**src/rtl/pmw_pkg.sv**
```systemverilog
package pmw_pkg;
    localparam int unsigned DW    = 8;
    localparam int unsigned SEL_W = 3;

    typedef logic [DW-1:0]    byte_t;
    typedef logic [SEL_W-1:0] sel_t;

    localparam byte_t SEL_ADDR_DEF = 8'hA7;
    localparam byte_t SVC_ADDR_DEF = 8'hA6;
    localparam byte_t KEY_ARM      = 8'h1E;
    localparam byte_t KEY_FIRE     = 8'hE1;
endpackage

```
**src/rtl/pmw_regs.sv**
```systemverilog
module pmw_regs
    import pmw_pkg::*;
#(
    parameter byte_t SEL_ADDR = SEL_ADDR_DEF,
    parameter byte_t SVC_ADDR = SVC_ADDR_DEF
) (
    input  logic  clk,
    input  logic  rst_n,
    input  logic  wr_en_i,
    input  byte_t addr_i,
    input  byte_t wdata_i,
    output byte_t rdata_o,
    output sel_t  sel_o,
    output logic  svc_o
);
    typedef struct packed {
        sel_t sel;
        logic armed;
    } regs_t;

    regs_t q, d;
    logic  svc;

    always_comb begin
        d   = q;
        svc = 1'b0;
        if (wr_en_i) begin
            if (addr_i == SEL_ADDR) begin
                d.sel = wdata_i[SEL_W-1:0];
            end else if (addr_i == SVC_ADDR) begin
                if (wdata_i == KEY_ARM) begin
                    d.armed = 1'b1;
                end else if (q.armed && (wdata_i == KEY_FIRE)) begin
                    svc     = 1'b1;
                    d.armed = 1'b0;
                end else begin
                    d.armed = 1'b0;
                end
            end
        end
    end

    always_ff @(posedge clk or negedge rst_n) begin
        if (!rst_n) q <= '0;
        else        q <= d;
    end

    always_comb begin
        rdata_o = '0;
        if (addr_i == SEL_ADDR) rdata_o[SEL_W-1:0] = q.sel;
    end

    assign sel_o = q.sel;
    assign svc_o = svc;
endmodule

```
**src/rtl/pmw_gate.sv**
```systemverilog
module pmw_gate (
    input  logic clk,
    input  logic rst_n,
    input  logic pdown_i,
    input  logic int_n_i,
    output logic frozen_o
);
    typedef struct packed {
        logic pd_prev;
        logic hold;
    } gate_t;

    gate_t q, d;
    logic  wake_low;

    always_comb begin
        d          = q;
        wake_low   = q.pd_prev && !pdown_i && !int_n_i;
        d.pd_prev  = pdown_i;
        if (wake_low)     d.hold = 1'b1;
        else if (int_n_i) d.hold = 1'b0;
        frozen_o   = pdown_i || q.hold || wake_low;
    end

    always_ff @(posedge clk or negedge rst_n) begin
        if (!rst_n) q <= '0;
        else        q <= d;
    end
endmodule

```
**src/rtl/pmw_core.sv**
```systemverilog
module pmw_core
    import pmw_pkg::*;
#(
    parameter int unsigned BASE_EXP  = 14,
    parameter int unsigned PULSE_LEN = 96,
    localparam int unsigned CW = BASE_EXP + (1 << SEL_W),
    localparam int unsigned PW = $clog2(PULSE_LEN + 1)
) (
    input  logic          clk,
    input  logic          rst_n,
    input  logic          mc_en_i,
    input  logic          frozen_i,
    input  logic          svc_i,
    input  sel_t          sel_i,
    output logic [CW-1:0] cnt_o,
    output logic          rst_o
);
    typedef struct packed {
        logic          en;
        sel_t          sel_act;
        logic [CW-1:0] cnt;
        logic          pulse;
        logic [PW-1:0] pcnt;
    } core_t;

    localparam logic [CW-1:0] ONE = CW'(1);

    core_t         q, d;
    logic          tick;
    logic [CW-1:0] last_val;

    always_comb begin
        d        = q;
        tick     = q.en && mc_en_i && !frozen_i;
        last_val = (ONE << (BASE_EXP + int'(q.sel_act))) - CW'(2);
        if (tick) begin
            if (q.cnt == last_val) begin
                d.cnt   = '0;
                d.en    = 1'b0;
                d.pulse = 1'b1;
                d.pcnt  = PW'(PULSE_LEN - 1);
            end else begin
                d.cnt = q.cnt + ONE;
            end
        end
        if (q.pulse) begin
            if (q.pcnt == '0) d.pulse = 1'b0;
            else              d.pcnt  = q.pcnt - PW'(1);
        end
        if (svc_i) begin
            d.en      = 1'b1;
            d.cnt     = '0;
            d.sel_act = sel_i;
        end
    end

    always_ff @(posedge clk or negedge rst_n) begin
        if (!rst_n) q <= '0;
        else        q <= d;
    end

    assign cnt_o = q.cnt;
    assign rst_o = q.pulse;
endmodule

```
**src/rtl/pm_watchdog.sv**
```systemverilog
module pm_watchdog
    import pmw_pkg::*;
#(
    parameter int unsigned BASE_EXP  = 14,
    parameter int unsigned PULSE_LEN = 96,
    parameter byte_t       SEL_ADDR  = SEL_ADDR_DEF,
    parameter byte_t       SVC_ADDR  = SVC_ADDR_DEF
) (
    input  logic       clk,
    input  logic       rst_n,
    input  logic       mc_en_i,
    input  logic       wr_en_i,
    input  logic [7:0] addr_i,
    input  logic [7:0] wdata_i,
    output logic [7:0] rdata_o,
    input  logic       idle_i,
    input  logic       pdown_i,
    input  logic       int_n_i,
    output logic       wdt_rst_o
);
    localparam int unsigned CW = BASE_EXP + (1 << SEL_W);

    sel_t          sel_w;
    logic          svc_w;
    logic          frozen_w;
    logic [CW-1:0] cnt_w;
    logic          unused_idle;

    // idle keeps the oscillator running, so the count is not gated by it
    assign unused_idle = idle_i;

    pmw_regs #(.SEL_ADDR(SEL_ADDR), .SVC_ADDR(SVC_ADDR)) u_regs (
        .clk(clk), .rst_n(rst_n), .wr_en_i(wr_en_i), .addr_i(addr_i),
        .wdata_i(wdata_i), .rdata_o(rdata_o), .sel_o(sel_w), .svc_o(svc_w)
    );

    pmw_gate u_gate (
        .clk(clk), .rst_n(rst_n), .pdown_i(pdown_i), .int_n_i(int_n_i),
        .frozen_o(frozen_w)
    );

    pmw_core #(.BASE_EXP(BASE_EXP), .PULSE_LEN(PULSE_LEN)) u_core (
        .clk(clk), .rst_n(rst_n), .mc_en_i(mc_en_i), .frozen_i(frozen_w),
        .svc_i(svc_w), .sel_i(sel_w), .cnt_o(cnt_w), .rst_o(wdt_rst_o)
    );
endmodule

```
**config.mk**
```make
export PLATFORM = sky130hd
export DESIGN_NAME = pm_watchdog
export DESIGN_NICKNAME = d
export VERILOG_FILES = /design/src/rtl/pmw_pkg.sv /design/src/rtl/pmw_regs.sv /design/src/rtl/pmw_gate.sv /design/src/rtl/pmw_core.sv /design/src/rtl/pm_watchdog.sv
export SDC_FILE = /design/constraint.sdc
export NUM_CORES = 1
export LEC_CHECK = 0
export BUFFER_PORTS_ARGS = -buffer_cell sky130_fd_sc_hd__buf_2
export CAP_MARGIN = 5
export CORE_MARGIN = 10
export CORE_UTILIZATION = 53
export DETAILED_ROUTE_END_ITERATION = 8
export PLACE_DENSITY = 0.83
export SLEW_MARGIN = 30
export SYNTH_ARGS = -nofsm -noshare
export SYNTH_HDL_FRONTEND = slang
export SYNTH_SLANG_ARGS = --single-unit
```
**constraint.sdc**
```tcl
create_clock -name clk -period 3 [get_ports clk]
set_input_delay 0.45 -clock clk [delete_from_list [all_inputs] [get_ports clk]]
set_output_delay 0.45 -clock clk [all_outputs]
set_load 0.01 [all_outputs]
```
==> flow_summary.toml, run 1 <==
[outcome]
status = "finished clean"

[cts]
cts_inserted_buffers = 5
ctsHoldBuffers = 0
cts_tree = "done"
clk_pin_slew_worst_paths_ns = 0.08
clock-sinks = 40
cts-htree-levels = 2
root_buffer = "clkbuf_8"
clock_latency_ns = 0.30
cts_buffer_depth = 2

[power]
p_comb_share_pct = 3.7
p_per_area_mw_per_mm2 = 354.8
power_frac_clock_pct = 43.1
p_sw_share_pct = 21.87
vdd_ir_drop_max_mv = 0.2241
p_int_w = 0.0008053
power_w = 0.001031
p_leak_nw = 1.276
p_switching_w = 0.0002254
seqPwrFrac_pct = 53.1

[detailed_routing]
drt.antenna.violating_nets = 0
firstDrtPassIters = 4
wl_mm = 6.021
vias = 2313
drc = 0
wire_per_inst_um = 15.20
vias_per_cell = 5.841
drt_iter0_markers = 267

[yosys]
syn_avg_cell_area_um2 = 8.609
synth_fa_ha_area_share_pct = 3.369
synth_top_family_by_area = "simple AND/OR/NAND/NOR gates"
synthCells = 302
synth-compound-area-share_pct = 18.14
synth_xor_area_share_pct = 3.032
synth_edf_count = 0
synthSimpleGateAreaFrac_pct = 26.47
ys.flop_type = "dfrtp_1"
synth_cell_types = 54
muxShareOfSynthArea_pct = 2.887
ys.warnings.count = 0
synth_area_mm2 = 0.002600
yosysSeqAreaShare_pct = 38.50
async_reset_ff_share_pct = 100.0
ys_seq_elements = 40

[critical_path]
regToRegEndpoint = "u_core.cnt_o[21]"
required_ns = 3.18
worst-endpoint-arrival_ns = 2.95
cp-start-kind = "register"
reg2reg_from = "u_core.q[32]"
worstPathMaxFanout = 16
crit_end = "u_core.cnt_o[21]"
cpPeakStageDelay_ns = 0.54
crit_chain = "inv_1 > ha_2 > nor4b_1 > xnor2_1 > o211ai_1 > or4_1 > buf_4 > a31o_1 > a22o_1"
slowest_stage = "or4_1"
worstRegToRegCells = 9
crit_start = "u_core.q[32]"
regToRegSetupSlack_ns = 0.23
crit_type = "reg -> reg"
cp-end-kind = "register"

[timing]
post-route-period-util_pct = 92.32
slew-limit-headroom_pct = 53.56
setup_viol = 0
setup_tns_ns = 0
max_freq_mhz = 361.1
finClkSkew_ns = 0.007519
rsz0062_at_grt = "no"
tightest_slew_ns = 0.6941
maxSlewViolCount = 0
period_needed_ns = 2.770
hold_viol = 0
whs_ns = 0.1171

[place]
hpwl_mm = 4.345
gp_congestion = 0.8589
portBuffers = 25
dpl_cell_area_mm2 = 0.002776

[cells_and_area]
final_common_cell = "dfrtp_1"
num_antenna_cells = 0
syn2layout_area_growth_pct = 11.74
fin_area_mm2 = 0.002905
layout.nets = 358
layout_common_cells = "dfrtp_1, nand2_1, nor2_1, buf_2, inv_1"
drive_gt1_share_pct = 16.11

[floorplanning]
die_w_um = 90.04
chipHeight_um = 90.04
initial_core_util_pct = 54.68
design.core.area_mm2 = 0.004755
num_rows = 25
dieArea_mm2 = 0.008107
ios = 32

[global_route]
grt_pass1_vias = 2373
grt_use_total_pct = 14.87
grt_overflow = 0
antenna_found_initial = 0
grt_pass1_wl_mm = 10.42
grt_max_degree = 41

[run]
drv_cap = 0

[min_path]
hold_path.class = "in -> async"
metrics by stage:
stage,utilization (%),std cells,setup WS (ns)
5_1_grt,61.11,396,0.05228
3_5_place_dp,58.39,387,0.1927
6_report,61.11,396,0.2304
4_1_cts,60.74,395,0.1760
3_3_place_gp,58.39,387,0.2255
2_1_floorplan,-,306,0.2618
how the worst min path moves through the flow:
| stage | startpoint | endpoint | slack, ns | cells after the start |
|---|---|---|---|---|
| after floorplan | rst_n | u_core.cnt_o[0] | 0.15 | 0 |
| after global placement | u_core.q[33] | u_core.q[33] | 0.47 | 1 |
| after detailed placement | u_regs.sel_o[2] | u_core.q[32] | 0.50 | 2 |
| after CTS | pdown_i | u_gate.q[1] | 0.29 | 1 |
| after global routing | rst_n | u_core.cnt_o[0] | 0.16 | 1 |
| final | rst_n | u_core.cnt_o[4] | 0.12 | 1 |
cells in the mapped netlist (2+ instances only):
cell type / count / area share (%)
nor4_1: 7 / 1.7
nor3_1: 10 / 1.9
o211ai_1: 8 / 2.3
xnor2_1: 5 / 1.7
a31oi_1: 10 / 2.4
o21ai_0: 8 / 1.5
clkbuf_1: 7 / 1.0
o21a_1: 3 / 0.87
a21o_1: 2 / 0.58
o21ai_1: 2 / 0.39
a21oi_1: 5 / 0.96
o311ai_1: 2 / 0.67
inv_1: 23 / 3.3
or3_1: 2 / 0.48
xor2_1: 4 / 1.3
nor4b_1: 2 / 0.67
o21bai_1: 3 / 0.87
and4b_1: 2 / 0.77
a221o_1: 6 / 2.3
nor2_1: 27 / 3.9
a22oi_1: 3 / 0.87
nand2_1: 35 / 5.1
a31o_1: 2 / 0.67
ha_1: 7 / 3.4
buf_4: 6 / 1.7
nor4_2: 2 / 0.96
buf_2: 5 / 0.96
nor2b_1: 2 / 0.48
and3_1: 2 / 0.48
dfrtp_1: 40 / 38
nand3_1: 17 / 3.3
nor3b_1: 2 / 0.58
and2_1: 6 / 1.4
mux2i_1: 3 / 1.2
or3b_1: 2 / 0.67
a22o_1: 2 / 0.67
or4_1: 3 / 0.87
mux2_2: 4 / 1.7
nand4_1: 6 / 1.4
flip-flops by register name (all words and copies together) (netlist names):
name	cells
u_core.rst_o	1
u_regs.q	1
u_core.q	11
u_gate.q	2
u_regs.sel_o	3
u_core.cnt_o	22
routing by layer:
metal | wire, um | global-route usage (%) | vias up
met5 | 0 | 0 | -
met4 | 138 | 8.488 | 0
met3 | 351 | 2.993 | 13
met2 | 2981 | 24.64 | 79
met1 | 2551 | 17.49 | 1089
li1 | - | - | 1132
power by group through the flow:
stage | registers (W) | clock network (W) | logic, W
after global placement | 0.000557 | 0 | 0.0000375
after global routing | 0.000548 | 0.000475 | 0.0000446
after CTS | 0.000547 | 0.000449 | 0.0000392
after floorplan | 0.000557 | 0 | 0.0000161
after detailed placement | 0.000558 | 0 | 0.0000390
final | 0.000548 | 0.000444 | 0.0000386
timing repair:
action | in CTS | in global routing
setup endpoints to repair | 0 | 14
resized for setup | 0 | 2
setup buffers | 0 | 1
layout make-up:
cell class,count,area [um^2]
Timing Repair Buffer,34,195.2
Inverter,23,86.33
Tap cell,67,83.83
Fill cell,414,1849
Sequential cell,40,1001
Clock inverter,3,42.54
Clock buffer,5,68.82
Multi-Input combinational cell,224,1428
logic make-up after synthesis:
logic type      count (synthesis)
buf+inv                        42
other cells                     1
flops                          40
simple gates                  132
compound gates                 64
xor+xnor                        9
mux                             7
fa+ha+maj                       7
critical path: cells and delay by family, from the launching register on:
kind	cells	cell delay [ns]
XOR/XNOR	1	0.16
adder cells (fa/ha/maj)	1	0.33
buffers and inverters	2	0.33
flip-flops	1	0.42
AO/OA/AOI/OAI	3	0.50
AND/OR/NAND/NOR	2	0.91
Note: power is estimated with default switching activity, not from simulation.
==> inputs of run 2 (changes only) <==
- PLACE_DENSITY: 0.83 -> 0.77
==> flow_summary.toml, run 2 (synthesized netlist as in run 1, its figures left out) <==
[critical_path]
cpLargestDelayFamily = "simple AND/OR/NAND/NOR gates"
slowest_stage = "or4_1"
cp-start-kind = "register"
required_ns = 3.19
crit_chain = "inv_1 > ha_2 > nor3b_1 > mux2i_1 > xnor2_1 > or4_1 > buf_4 > a31o_1 > a22o_1"
cpPeakStageDelay_ns = 0.55
cp-end-kind = "register"
crit_type = "reg -> reg"
critPathBufInv = 2
worst-endpoint-arrival_ns = 3.02
worstPathMaxFanout = 16

[place]
gp_congestion = 0.8481
dp_cells = 387
dpl_cell_area_mm2 = 0.002779
portBuffers = 25
hpwl_mm = 4.166

[detailed_routing]
drt.antenna.violating_nets = 0
drc = 0
vias = 2278
drt_iter0_markers = 171
wl_mm = 5.952
vias_per_cell = 5.767
wire_per_inst_um = 15.07
firstDrtPassIters = 4

[cts]
root_buffer = "clkbuf_8"
cts_buffer_depth = 2
clk_pin_slew_worst_paths_ns = 0.09
cts_setup_buffers = 0
ctsHoldBuffers = 0
cts_inserted_buffers = 5
clock-sinks = 40
cts_tree = "done"
cts-htree-levels = 2
cts.repair.resized = 0
clock_latency_ns = 0.30

[power]
vdd_ir_drop_max_mv = 0.1823
power_w = 0.001035
p_per_area_mw_per_mm2 = 356.6
p_comb_share_pct = 3.8
power_frac_clock_pct = 43.4
seqPwrFrac_pct = 52.9
p_switching_w = 0.0002293
p_int_w = 0.0008053
p_leak_nw = 1.271
p_sw_share_pct = 22.17

[floorplanning]
die_w_um = 90.04
ios = 32
chipHeight_um = 90.04
dieArea_mm2 = 0.008107
design.core.area_mm2 = 0.004755
initial_core_util_pct = 54.68
num_rows = 25

[cells_and_area]
fin_area_mm2 = 0.002902
drive_gt1_share_pct = 16.16
layout.nets = 357
layout_common_cells = "dfrtp_1, nand2_1, nor2_1, buf_2, inv_1"
num_antenna_cells = 0
syn2layout_area_growth_pct = 11.60
largest_register_ffs = 22
finalNonFillerCells = 395
final_common_cell = "dfrtp_1"

[run]
drv_cap = 0

[timing]
tightest_slew_ns = 0.7074
finClkSkew_ns = 0.007868
slew-limit-headroom_pct = 52.67
post-route-period-util_pct = 94.21
setup_viol = 0
period_needed_ns = 2.826
whs_ns = 0.1220
rsz0062_at_grt = "no"
setup_tns_ns = 0
max_freq_mhz = 353.8
hold_viol = 0
maxSlewViolCount = 0

[global_route]
grt_pass1_wl_mm = 10.21
grt_use_total_pct = 14.62
grt_pass1_vias = 2242
antenna_found_initial = 0
grt_overflow = 0
grt_max_degree = 41

[outcome]
status = "finished clean"

[min_path]
hold_path.class = "in -> async"
-- run 2: changes by cell type in the layout (fill, tap and decap cells not counted), sizes merged --
cell,before,now
buf,34,33
-- run 2: layout make-up --
| cell class | instances | area (um^2) |
|---|---|---|
| multi-input combinational | 224 | 1431 |
| fill | 435 | 1853 |
| tap | 67 | 83.83 |
| clock inverter | 3 | 42.54 |
| sequential | 40 | 1001 |
| timing repair buffer | 33 | 187.7 |
| inverter | 23 | 86.33 |
| clock buffer | 5 | 68.82 |
-- run 2: power groups by stage --
| stage | registers (W) | clock network, W | logic, W |
|---|---|---|---|
| 2_1_floorplan | 0.000557 | 0 | 0.0000161 |
| 5_1_grt | 0.000548 | 0.000481 | 0.0000449 |
| 6_report | 0.000547 | 0.000449 | 0.0000392 |
| 4_1_cts | 0.000547 | 0.000461 | 0.0000397 |
| 3_3_place_gp | 0.000557 | 0 | 0.0000378 |
| 3_5_place_dp | 0.000557 | 0 | 0.0000392 |
-- run 2: worst paths after layout --
check / start / to / slack [ns] / cells past startpoint
hold reg to reg: u_core.q[33] / u_core.q[33] / 0.49 / 1
min in group clk: pdown_i / u_gate.q[1] / 0.29 / 1
setup reg to reg: u_core.q[32] / u_core.cnt_o[21] / 0.17 / 9
hold / removal: rst_n / u_core.cnt_o[11] / 0.12 / 1
max in group asynchronous: rst_n / u_core.q[30] / 2.52 / 1
setup / recovery: u_core.q[32] / u_core.cnt_o[21] / 0.17 / 9
-- run 2: per-stage QoR --
step,utilization [%],setup WS [ns]
global route,61.03,0.007559
detailed placement,58.45,0.2023
floorplan,-,0.2618
finish,61.03,0.1736
global placement,58.39,0.2377
CTS,60.79,0.1607
-- run 2: metal layers --
layer	vias up	GRT usage [%]	wire [um]
met5	-	0	0
met3	15	3.824	284
met4	0	5.570	110
li1	1130	-	-
met2	54	23.91	2883
met1	1079	17.96	2674
